**src/rtl/des_pkg.sv**
```systemverilog
package des_pkg;

   typedef enum logic [1:0] {
      OP_KEY   = 2'd0,
      OP_DATA  = 2'd1,
      OP_READ  = 2'd2,
      OP_ROUND = 2'd3
   } des_op_e;

   localparam int KEY_SEL_T [0:55] = '{
      57,49,41,33,25,17, 9, 1,58,50,42,34,26,18,
      10, 2,59,51,43,35,27,19,11, 3,60,52,44,36,
      63,55,47,39,31,23,15, 7,62,54,46,38,30,22,
      14, 6,61,53,45,37,29,21,13, 5,28,20,12, 4};

   localparam int SUB_SEL_T [0:47] = '{
      14,17,11,24, 1, 5, 3,28,15, 6,21,10,
      23,19,12, 4,26, 8,16, 7,27,20,13, 2,
      41,52,31,37,47,55,30,40,51,45,33,48,
      44,49,39,56,34,53,46,42,50,36,29,32};

   localparam int MIX_T [0:31] = '{
      16, 7,20,21,29,12,28,17, 1,15,23,26, 5,18,31,10,
       2, 8,24,14,32,27, 3, 9,19,13,30, 6,22,11, 4,25};

   localparam logic [3:0] SB0_T [0:63] = '{
      14, 4,13, 1, 2,15,11, 8, 3,10, 6,12, 5, 9, 0, 7,
       0,15, 7, 4,14, 2,13, 1,10, 6,12,11, 9, 5, 3, 8,
       4, 1,14, 8,13, 6, 2,11,15,12, 9, 7, 3,10, 5, 0,
      15,12, 8, 2, 4, 9, 1, 7, 5,11, 3,14,10, 0, 6,13};
   localparam logic [3:0] SB1_T [0:63] = '{
      15, 1, 8,14, 6,11, 3, 4, 9, 7, 2,13,12, 0, 5,10,
       3,13, 4, 7,15, 2, 8,14,12, 0, 1,10, 6, 9,11, 5,
       0,14, 7,11,10, 4,13, 1, 5, 8,12, 6, 9, 3, 2,15,
      13, 8,10, 1, 3,15, 4, 2,11, 6, 7,12, 0, 5,14, 9};
   localparam logic [3:0] SB2_T [0:63] = '{
      10, 0, 9,14, 6, 3,15, 5, 1,13,12, 7,11, 4, 2, 8,
      13, 7, 0, 9, 3, 4, 6,10, 2, 8, 5,14,12,11,15, 1,
      13, 6, 4, 9, 8,15, 3, 0,11, 1, 2,12, 5,10,14, 7,
       1,10,13, 0, 6, 9, 8, 7, 4,15,14, 3,11, 5, 2,12};
   localparam logic [3:0] SB3_T [0:63] = '{
       7,13,14, 3, 0, 6, 9,10, 1, 2, 8, 5,11,12, 4,15,
      13, 8,11, 5, 6,15, 0, 3, 4, 7, 2,12, 1,10,14, 9,
      10, 6, 9, 0,12,11, 7,13,15, 1, 3,14, 5, 2, 8, 4,
       3,15, 0, 6,10, 1,13, 8, 9, 4, 5,11,12, 7, 2,14};
   localparam logic [3:0] SB4_T [0:63] = '{
       2,12, 4, 1, 7,10,11, 6, 8, 5, 3,15,13, 0,14, 9,
      14,11, 2,12, 4, 7,13, 1, 5, 0,15,10, 3, 9, 8, 6,
       4, 2, 1,11,10,13, 7, 8,15, 9,12, 5, 6, 3, 0,14,
      11, 8,12, 7, 1,14, 2,13, 6,15, 0, 9,10, 4, 5, 3};
   localparam logic [3:0] SB5_T [0:63] = '{
      12, 1,10,15, 9, 2, 6, 8, 0,13, 3, 4,14, 7, 5,11,
      10,15, 4, 2, 7,12, 9, 5, 6, 1,13,14, 0,11, 3, 8,
       9,14,15, 5, 2, 8,12, 3, 7, 0, 4,10, 1,13,11, 6,
       4, 3, 2,12, 9, 5,15,10,11,14, 1, 7, 6, 0, 8,13};
   localparam logic [3:0] SB6_T [0:63] = '{
       4,11, 2,14,15, 0, 8,13, 3,12, 9, 7, 5,10, 6, 1,
      13, 0,11, 7, 4, 9, 1,10,14, 3, 5,12, 2,15, 8, 6,
       1, 4,11,13,12, 3, 7,14,10,15, 6, 8, 0, 5, 9, 2,
       6,11,13, 8, 1, 4,10, 7, 9, 5, 0,15,14, 2, 3,12};
   localparam logic [3:0] SB7_T [0:63] = '{
      13, 2, 8, 4, 6,15,11, 1,10, 9, 3,14, 5, 0,12, 7,
       1,15,13, 8,10, 3, 7, 4,12, 5, 6,11, 0,14, 9, 2,
       7,11, 4, 1, 9,12,14, 2, 0, 6,10,13,15, 3, 5, 8,
       2, 1,14, 7, 4,10, 8,13,15,12, 9, 0, 3, 5, 6,11};

   // source bit (1 = most significant) of the block entry permutation
   function automatic int entry_src(input int j);
      int row;
      row = j / 8;
      return ((row < 4) ? (58 + 2 * row) : (57 + 2 * (row - 4))) - 8 * (j % 8);
   endfunction

   function automatic logic [63:0] entry_perm(input logic [63:0] x);
      logic [63:0] y;
      y = '0;
      for (int j = 0; j < 64; j++) y[63 - j] = x[64 - entry_src(j)];
      return y;
   endfunction

   function automatic logic [63:0] exit_perm(input logic [63:0] x);
      logic [63:0] y;
      y = '0;
      for (int j = 0; j < 64; j++) y[64 - entry_src(j)] = x[63 - j];
      return y;
   endfunction

   function automatic logic [47:0] widen(input logic [31:0] x);
      logic [47:0] y;
      int src;
      y = '0;
      for (int g = 0; g < 8; g++)
         for (int t = 0; t < 6; t++) begin
            src = ((4 * g + t - 1 + 32) % 32) + 1;
            y[47 - (6 * g + t)] = x[32 - src];
         end
      return y;
   endfunction

   function automatic logic [55:0] key_select(input logic [63:0] x);
      logic [55:0] y;
      y = '0;
      for (int j = 0; j < 56; j++) y[55 - j] = x[64 - KEY_SEL_T[j]];
      return y;
   endfunction

   function automatic logic [47:0] sub_select(input logic [55:0] x);
      logic [47:0] y;
      y = '0;
      for (int j = 0; j < 48; j++) y[47 - j] = x[56 - SUB_SEL_T[j]];
      return y;
   endfunction

   function automatic logic [31:0] mix_perm(input logic [31:0] x);
      logic [31:0] y;
      y = '0;
      for (int j = 0; j < 32; j++) y[31 - j] = x[32 - MIX_T[j]];
      return y;
   endfunction

endpackage

```
**src/rtl/des_sbox.sv**
```systemverilog
module des_sbox #(
   parameter int BOX = 0
) (
   input  logic [5:0] sel,
   output logic [3:0] val
);
   import des_pkg::*;

   logic [5:0] addr;
   assign addr = {sel[5], sel[0], sel[4:1]};

   generate
      if (BOX == 0)      begin : g_b0 assign val = SB0_T[addr]; end
      else if (BOX == 1) begin : g_b1 assign val = SB1_T[addr]; end
      else if (BOX == 2) begin : g_b2 assign val = SB2_T[addr]; end
      else if (BOX == 3) begin : g_b3 assign val = SB3_T[addr]; end
      else if (BOX == 4) begin : g_b4 assign val = SB4_T[addr]; end
      else if (BOX == 5) begin : g_b5 assign val = SB5_T[addr]; end
      else if (BOX == 6) begin : g_b6 assign val = SB6_T[addr]; end
      else if (BOX == 7) begin : g_b7 assign val = SB7_T[addr]; end
      else begin : g_bad
         $error("des_sbox: BOX must be 0..7");
         assign val = '0;
      end
   endgenerate
endmodule

```
**src/rtl/des_feistel.sv**
```systemverilog
module des_feistel #(
   parameter int HALF_W   = 32,
   parameter int SUBKEY_W = 48,
   parameter int N_BOX    = 8
) (
   input  logic [HALF_W-1:0]   rhalf,
   input  logic [SUBKEY_W-1:0] subkey,
   output logic [HALF_W-1:0]   fout
);
   import des_pkg::*;

   localparam int IDX_W = SUBKEY_W / N_BOX;
   localparam int VAL_W = HALF_W / N_BOX;

   generate
      if (HALF_W != 32 || SUBKEY_W != 48 || N_BOX != 8) begin : g_bad
         $error("des_feistel: widths fixed by the cipher");
      end
   endgenerate

   logic [SUBKEY_W-1:0] mixed;
   logic [HALF_W-1:0]   subst;

   assign mixed = widen(rhalf) ^ subkey;

   generate
      for (genvar g = 0; g < N_BOX; g++) begin : g_box
         des_sbox #(.BOX(g)) u_sbox (
            .sel (mixed[SUBKEY_W-1-IDX_W*g -: IDX_W]),
            .val (subst[HALF_W-1-VAL_W*g -: VAL_W])
         );
      end
   endgenerate

   assign fout = mix_perm(subst);
endmodule

```
**src/rtl/des_key_sched.sv**
```systemverilog
module des_key_sched #(
   parameter int KEY_W    = 64,
   parameter int HALF_W   = 28,
   parameter int SUBKEY_W = 48
) (
   input  logic                clk,
   input  logic                rst_n,
   input  logic                load_en,
   input  logic [KEY_W-1:0]    key_in,
   input  logic                step_en,
   input  logic                step_dec,
   input  logic                step_rot2,
   output logic [SUBKEY_W-1:0] subkey
);
   import des_pkg::*;

   generate
      if (KEY_W != 64 || HALF_W != 28 || SUBKEY_W != 48) begin : g_bad
         $error("des_key_sched: widths fixed by the cipher");
      end
   endgenerate

   logic [HALF_W-1:0]   c_q, d_q;
   logic [2*HALF_W-1:0] selected;
   logic [HALF_W-1:0]   c_l, d_l, c_r, d_r;

   function automatic logic [HALF_W-1:0] rot_l(input logic [HALF_W-1:0] x, input logic two);
      return two ? {x[HALF_W-3:0], x[HALF_W-1:HALF_W-2]} : {x[HALF_W-2:0], x[HALF_W-1]};
   endfunction

   function automatic logic [HALF_W-1:0] rot_r(input logic [HALF_W-1:0] x, input logic two);
      return two ? {x[1:0], x[HALF_W-1:2]} : {x[0], x[HALF_W-1:1]};
   endfunction

   assign selected = key_select(key_in);
   assign c_l = rot_l(c_q, step_rot2);
   assign d_l = rot_l(d_q, step_rot2);
   assign c_r = rot_r(c_q, step_rot2);
   assign d_r = rot_r(d_q, step_rot2);

   // encrypt: rotate then select; decrypt: select then rotate back
   assign subkey = sub_select(step_dec ? {c_q, d_q} : {c_l, d_l});

   always_ff @(posedge clk or negedge rst_n) begin
      if (!rst_n) begin
         c_q <= '0;
         d_q <= '0;
      end else if (load_en) begin
         c_q <= selected[2*HALF_W-1:HALF_W];
         d_q <= selected[HALF_W-1:0];
      end else if (step_en) begin
         c_q <= step_dec ? c_r : c_l;
         d_q <= step_dec ? d_r : d_l;
      end
   end

   // key halves only move on a load or a round
   a_r11_key_hold: assert property (@(posedge clk) disable iff (!rst_n)
      (!load_en && !step_en) |=> ($stable(c_q) && $stable(d_q)));

   // a rotation by any amount never creates or destroys set bits
   a_r6_rot_weight: assert property (@(posedge clk) disable iff (!rst_n)
      (step_en && !load_en) |=> ($countones({c_q, d_q}) == $countones($past({c_q, d_q}))));
endmodule

```
**src/rtl/des_round_unit.sv**
```systemverilog
module des_round_unit #(
   parameter int BLOCK_W  = 64,
   parameter int WORD_W   = 32,
   parameter int KHALF_W  = 28,
   parameter int SUBKEY_W = 48,
   parameter bit READ_REG = 1'b1
) (
   input  logic              clk,
   input  logic              rst_n,
   input  logic              cmd_valid,
   input  logic [1:0]        cmd_op,
   input  logic [1:0]        cmd_imm,
   input  logic [WORD_W-1:0] opnd_hi,
   input  logic [WORD_W-1:0] opnd_lo,
   output logic [WORD_W-1:0] rd_data,
   output logic              rd_valid,
   output logic              round_done
);
   import des_pkg::*;

   localparam int N_HALF = BLOCK_W / WORD_W;

   generate
      if (N_HALF != 2 || BLOCK_W != 64) begin : g_bad
         $error("des_round_unit: block must be two 32-bit words");
      end
   endgenerate

   logic do_key, do_data, do_read, do_round;
   assign do_key   = cmd_valid && (cmd_op == OP_KEY);
   assign do_data  = cmd_valid && (cmd_op == OP_DATA);
   assign do_read  = cmd_valid && (cmd_op == OP_READ);
   assign do_round = cmd_valid && (cmd_op == OP_ROUND);

   logic [BLOCK_W-1:0]  data_q;      // {L, R}
   logic [WORD_W-1:0]   lh, rh, fval;
   logic [SUBKEY_W-1:0] subkey;
   logic [BLOCK_W-1:0]  out_word;
   logic [WORD_W-1:0]   out_half;

   assign lh = data_q[BLOCK_W-1:WORD_W];
   assign rh = data_q[WORD_W-1:0];

   des_key_sched #(
      .KEY_W(BLOCK_W), .HALF_W(KHALF_W), .SUBKEY_W(SUBKEY_W)
   ) u_ksched (
      .clk       (clk),
      .rst_n     (rst_n),
      .load_en   (do_key),
      .key_in    ({opnd_hi, opnd_lo}),
      .step_en   (do_round),
      .step_dec  (cmd_imm[1]),
      .step_rot2 (cmd_imm[0]),
      .subkey    (subkey)
   );

   des_feistel #(
      .HALF_W(WORD_W), .SUBKEY_W(SUBKEY_W), .N_BOX(8)
   ) u_feistel (
      .rhalf  (rh),
      .subkey (subkey),
      .fout   (fval)
   );

   always_ff @(posedge clk or negedge rst_n) begin
      if (!rst_n)        data_q <= '0;
      else if (do_data)  data_q <= entry_perm({opnd_hi, opnd_lo});
      else if (do_round) data_q <= {rh, lh ^ fval};
   end

   always_ff @(posedge clk or negedge rst_n) begin
      if (!rst_n) round_done <= 1'b0;
      else        round_done <= do_round;
   end

   assign out_word = exit_perm({rh, lh});
   assign out_half = cmd_imm[0] ? out_word[BLOCK_W-1:WORD_W] : out_word[WORD_W-1:0];

   generate
      if (READ_REG) begin : g_rd_reg
         always_ff @(posedge clk or negedge rst_n) begin
            if (!rst_n) begin
               rd_data  <= '0;
               rd_valid <= 1'b0;
            end else begin
               rd_valid <= do_read;
               if (do_read) rd_data <= out_half;
            end
         end

         // readback answers on the following clock
         a_r4_read_valid: assert property (@(posedge clk) disable iff (!rst_n)
            do_read |=> rd_valid);
      end else begin : g_rd_comb
         assign rd_data  = do_read ? out_half : '0;
         assign rd_valid = do_read;
      end
   endgenerate

   // a pulse follows every round command
   a_r9_done_after_round: assert property (@(posedge clk) disable iff (!rst_n)
      do_round |=> round_done);

   // no pulse without a round command one clock earlier
   a_r9_done_only_round: assert property (@(posedge clk) disable iff (!rst_n)
      round_done |-> $past(do_round));

   // a readback leaves the data register untouched
   a_r4_read_keeps_data: assert property (@(posedge clk) disable iff (!rst_n)
      do_read |=> $stable(data_q));

   // idle cycles leave the data register untouched
   a_r11_idle_hold: assert property (@(posedge clk) disable iff (!rst_n)
      !cmd_valid |=> $stable(data_q));
endmodule

```
**config.mk**
```make
export PLATFORM = sky130hd
export DESIGN_NAME = des_round_unit
export DESIGN_NICKNAME = d
export VERILOG_FILES = /design/src/rtl/des_pkg.sv /design/src/rtl/des_sbox.sv /design/src/rtl/des_feistel.sv /design/src/rtl/des_key_sched.sv /design/src/rtl/des_round_unit.sv
export SDC_FILE = /design/constraint.sdc
export NUM_CORES = 1
export LEC_CHECK = 0
export BUFFER_PORTS_ARGS = -buffer_cell sky130_fd_sc_hd__buf_2
export CAP_MARGIN = 20
export CORE_ASPECT_RATIO = 1.4
export CORE_MARGIN = 4
export CORE_UTILIZATION = 60
export DETAILED_ROUTE_END_ITERATION = 12
export PLACE_DENSITY = 0.85
export SYNTH_ARGS = -nofsm -noshare
export SYNTH_HDL_FRONTEND = slang
export SYNTH_HIERARCHICAL = 1
export SYNTH_SLANG_ARGS = --single-unit
```
**constraint.sdc**
```tcl
create_clock -name clk -period 4.6 [get_ports clk]
set_input_delay 0 -clock clk [delete_from_list [all_inputs] [get_ports clk]]
set_output_delay 0 -clock clk [all_outputs]
set_load 0.005 [all_outputs]
```
==> metrics <==
top-area cell type share of the netlist area 24.4%; PostCTS Resize Cnt 0; critical path peak fanout 10; postcts setup bufs 0; Synth area leaders dfrtp_1, mux2i_1, mux2_2; FMAX 257 MHz; Post-Synth XOR/XNOR Area 5.69%; clock tree buffer depth 2; vias 14408; crit path DAT 4180 ps; WL final 50600 µm; CTS Root Cell clkbuf_16; ANT nets after route 0; WP buf/inv 1; H-Tree Depth 4; Sum Neg Setup Slack 0 ps; Post-Synth Adder-Cell Area 4.98%; grt ovf 0; Synth Warn # 6; post-synthesis simple-gate area fraction 12.4%; crit share post-route 84.5%; Worst Skew 13.9 ps; core footprint 0.0261 mm²; Max IR drop VDD 566 µV; cells after synthesis 1666; DRC violations left 0; met1 Use GR 39.0%; CP delay by family, top compound AO/OA/AOI/OAI gates; antenna violations before repair 1; ys async rst share 100%; area delta synth->final 10.7%; Filler Cells Inserted 1936; max-cap violations 0; Synth cell types 93; Combinational Power Share 71.4%; GR Util All Layers 33.6%; fraction of synthesized area in multiplexers 24.1%; clk sinks 154; RSZ-0062 raised after global routing false; largest family of logic cells by synthesized area multiplexers; Die Ht 200 µm; most frequent cells in the layout dfrtp_1, a21oi_1, mux2i_1, nand2_1, buf_2; synthesized cell area 0.0158 mm²; final hold violations 0; hold_ws 94.7 ps; final std cells w/o fill 2083; # placed instances 1986; NumNets Final 1881; required time worst endpoint 4890 ps; Net Sw Frac 48.7%; Tmin final 3890 ps; Top Usage Layer GRT met2; leading cell type in the layout, fill and taps excluded dfrtp_1; Via-to-Cell Ratio 6.92; Crit path largest cell delay 670 ps; CP endpoint kind flip-flop; footprint of the multi-input gates 0.0108 mm²; Flop pwr share 18.1%; Post-CTS Hold Buffers 65; wire per inst 24.3 µm; Hold Crit Class primary input to flip-flop; Synth Flop Type dfrtp_1; Worst-Skew Late Latency 430 ps; critical path class flip-flop to flip-flop; largest net degree at the start of global routing 78; Placement Cell Area 0.0163 mm²; Slowest-stage cell, CP xor2_1; setup violators final 0; global-route wire length before repair 78900 µm; Max Slew Vio Count 0; Starting Density 60.6%; complex-gate fraction of the synthesized area 20.7%; net switching power 0.00670 W; die area 0.0291 mm²; IO Port Bufs 104; Worst-path clk slew 70 ps; leakage 7.39 nW; final instance area 0.0175 mm²; average cell area after synthesis 9.50 µm²; DP HPWL 34900 µm; EDFF count, synth 0; status complete, no violations; share of layout cells above drive strength 1 24.2%; crit path cell chain nor2b_1, a21oi_1, o21ai_0, xor2_1, inv_1, ha_1, nor2_1, a21o_1, mux4_2, a2bb2oi_1, xnor2_1, o211ai_1; Global Route met3 Usage 5.66%; post-synth top area cell dfrtp_1; drt pass-1 iters 6; register area share after synthesis 24.4%; Least-Margin Pin Slew 1160 ps; Int Pwr 0.00706 W; FF/Latch Area 0.00385 mm²; GP Congestion 0.973; I/O Pins 105; crit start category flip-flop; Rel. slew slack 22.6%; Clk network pwr share 10.5%; FP Rows 70; Pwr Density 786 mW/mm²; vias in the first global route 14101; total CTS buffers 17; Post-Syn Nets 1800; CTS tree yes; Yosys reg bits 154; Die X 145 µm; Detailed Route Iter0 Violations 1641; met2 usage 55.7%
==> power by group through the flow <==
stage / Combinational (W) / Clock (W) / Sequential, W
after floorplan: 0.00770 / 0 / 0.00217
after global placement: 0.00932 / 0 / 0.00244
after detailed placement: 0.00951 / 0 / 0.00246
after CTS: 0.00962 / 0.00144 / 0.00245
after global routing: 0.0106 / 0.00150 / 0.00252
final: 0.00983 / 0.00144 / 0.00249
==> synth_stat cells, types with 5 or more instances <==
cell / number
xnor2_1: 44
ha_1: 63
o311ai_0: 5
o21ai_1: 31
a32o_1: 6
o22ai_1: 20
and2b_1: 5
a31oi_1: 11
nand4b_1: 32
nor2_1: 39
mux2_4: 35
nor2b_1: 38
clkbuf_1: 46
o31ai_1: 9
and2_1: 12
buf_6: 29
o211ai_1: 43
a211oi_1: 20
o21ai_0: 74
nand3_1: 9
mux2_2: 94
nor3b_1: 32
nand2_1: 101
or3_1: 5
buf_2: 64
o2111ai_1: 8
mux2i_1: 107
a21bo_2: 32
buf_4: 21
o221ai_1: 7
mux2_1: 12
mux4_2: 44
nand3b_1: 8
a21oi_1: 136
nor3_1: 18
o21a_1: 6
o32ai_1: 10
o211a_1: 5
xor2_1: 57
inv_1: 49
inv_2: 5
nand2b_1: 23
dfrtp_1: 154
==> stage by stage <==
step	util (%)	setup WS (ps)	power, W
2_1_floorplan	-	1320	0.00987
5_1_grt	67.1	521	0.0146
4_1_cts	67.0	854	0.0135
3_3_place_gp	62.3	976	0.0118
6_report	67.1	713	0.0138
3_5_place_dp	62.3	869	0.0120
==> flip-flops by register name (all words and copies together), names as in the netlist <==
signal / cells
rd_data: 32
round_done: 1
rd_valid: 1
u_ksched/d_q: 28
u_ksched/c_q: 28
data_q: 64
==> path summary, 6_finish.rpt <==
path                                        from               end  slack [ps]  depth (start not counted)
worst min register to register       rd_data[15]       rd_data[15]         510                          1
max in group asynchronous                  rst_n  u_ksched/d_q[22]        3370                          3
min in group asynchronous                  rst_n        round_done         140                          2
worst min-delay path                   cmd_valid        data_q[28]          90                          3
worst max register to register  u_ksched/d_q[27]        data_q[25]         710                         12
worst max-delay path            u_ksched/d_q[27]        data_q[25]         710                         12
==> area by class of cell <==
cell class | instances | share of cell area [%]
antenna | 1 | 0.0143
clock buffer | 24 | 2.81
clock inverter | 6 | 0.507
inverter | 55 | 1.26
multi-input combinational | 1292 | 61.5
sequential | 154 | 22.0
tap | 324 | 2.31
timing repair buffer | 227 | 9.61
==> kinds of logic (layout without fill, tap and decap cells) <==
kind of cell	count (synthesis)	in the layout
xor gates and xnor gates	102	102
buffers and inverters	220	312
DFF	154	154
and+or+nand+nor	348	348
other	0	1
adders and majority gates	63	63
AOI/OAI and AO/OA	486	486
muxes	293	293
==> worst reg2reg max path: stages, from the launching register on <==
cell and delay, ps:
dfrtp_1 440, nor2b_1 210, a21oi_1 50, o21ai_0 350, xor2_1 670, inv_1 260, ha_1 570, nor2_1 120
a21o_1 200, mux4_2 460, a2bb2oi_1 200, xnor2_1 140, o211ai_1 90
==> per-layer routing <==
layer	up-vias	wire, µm
li1	6310	-
met3	269	3910
met1	6920	17900
met5	-	0
met2	909	24400
met4	0	4330
Power figures use the tool's default switching activity.
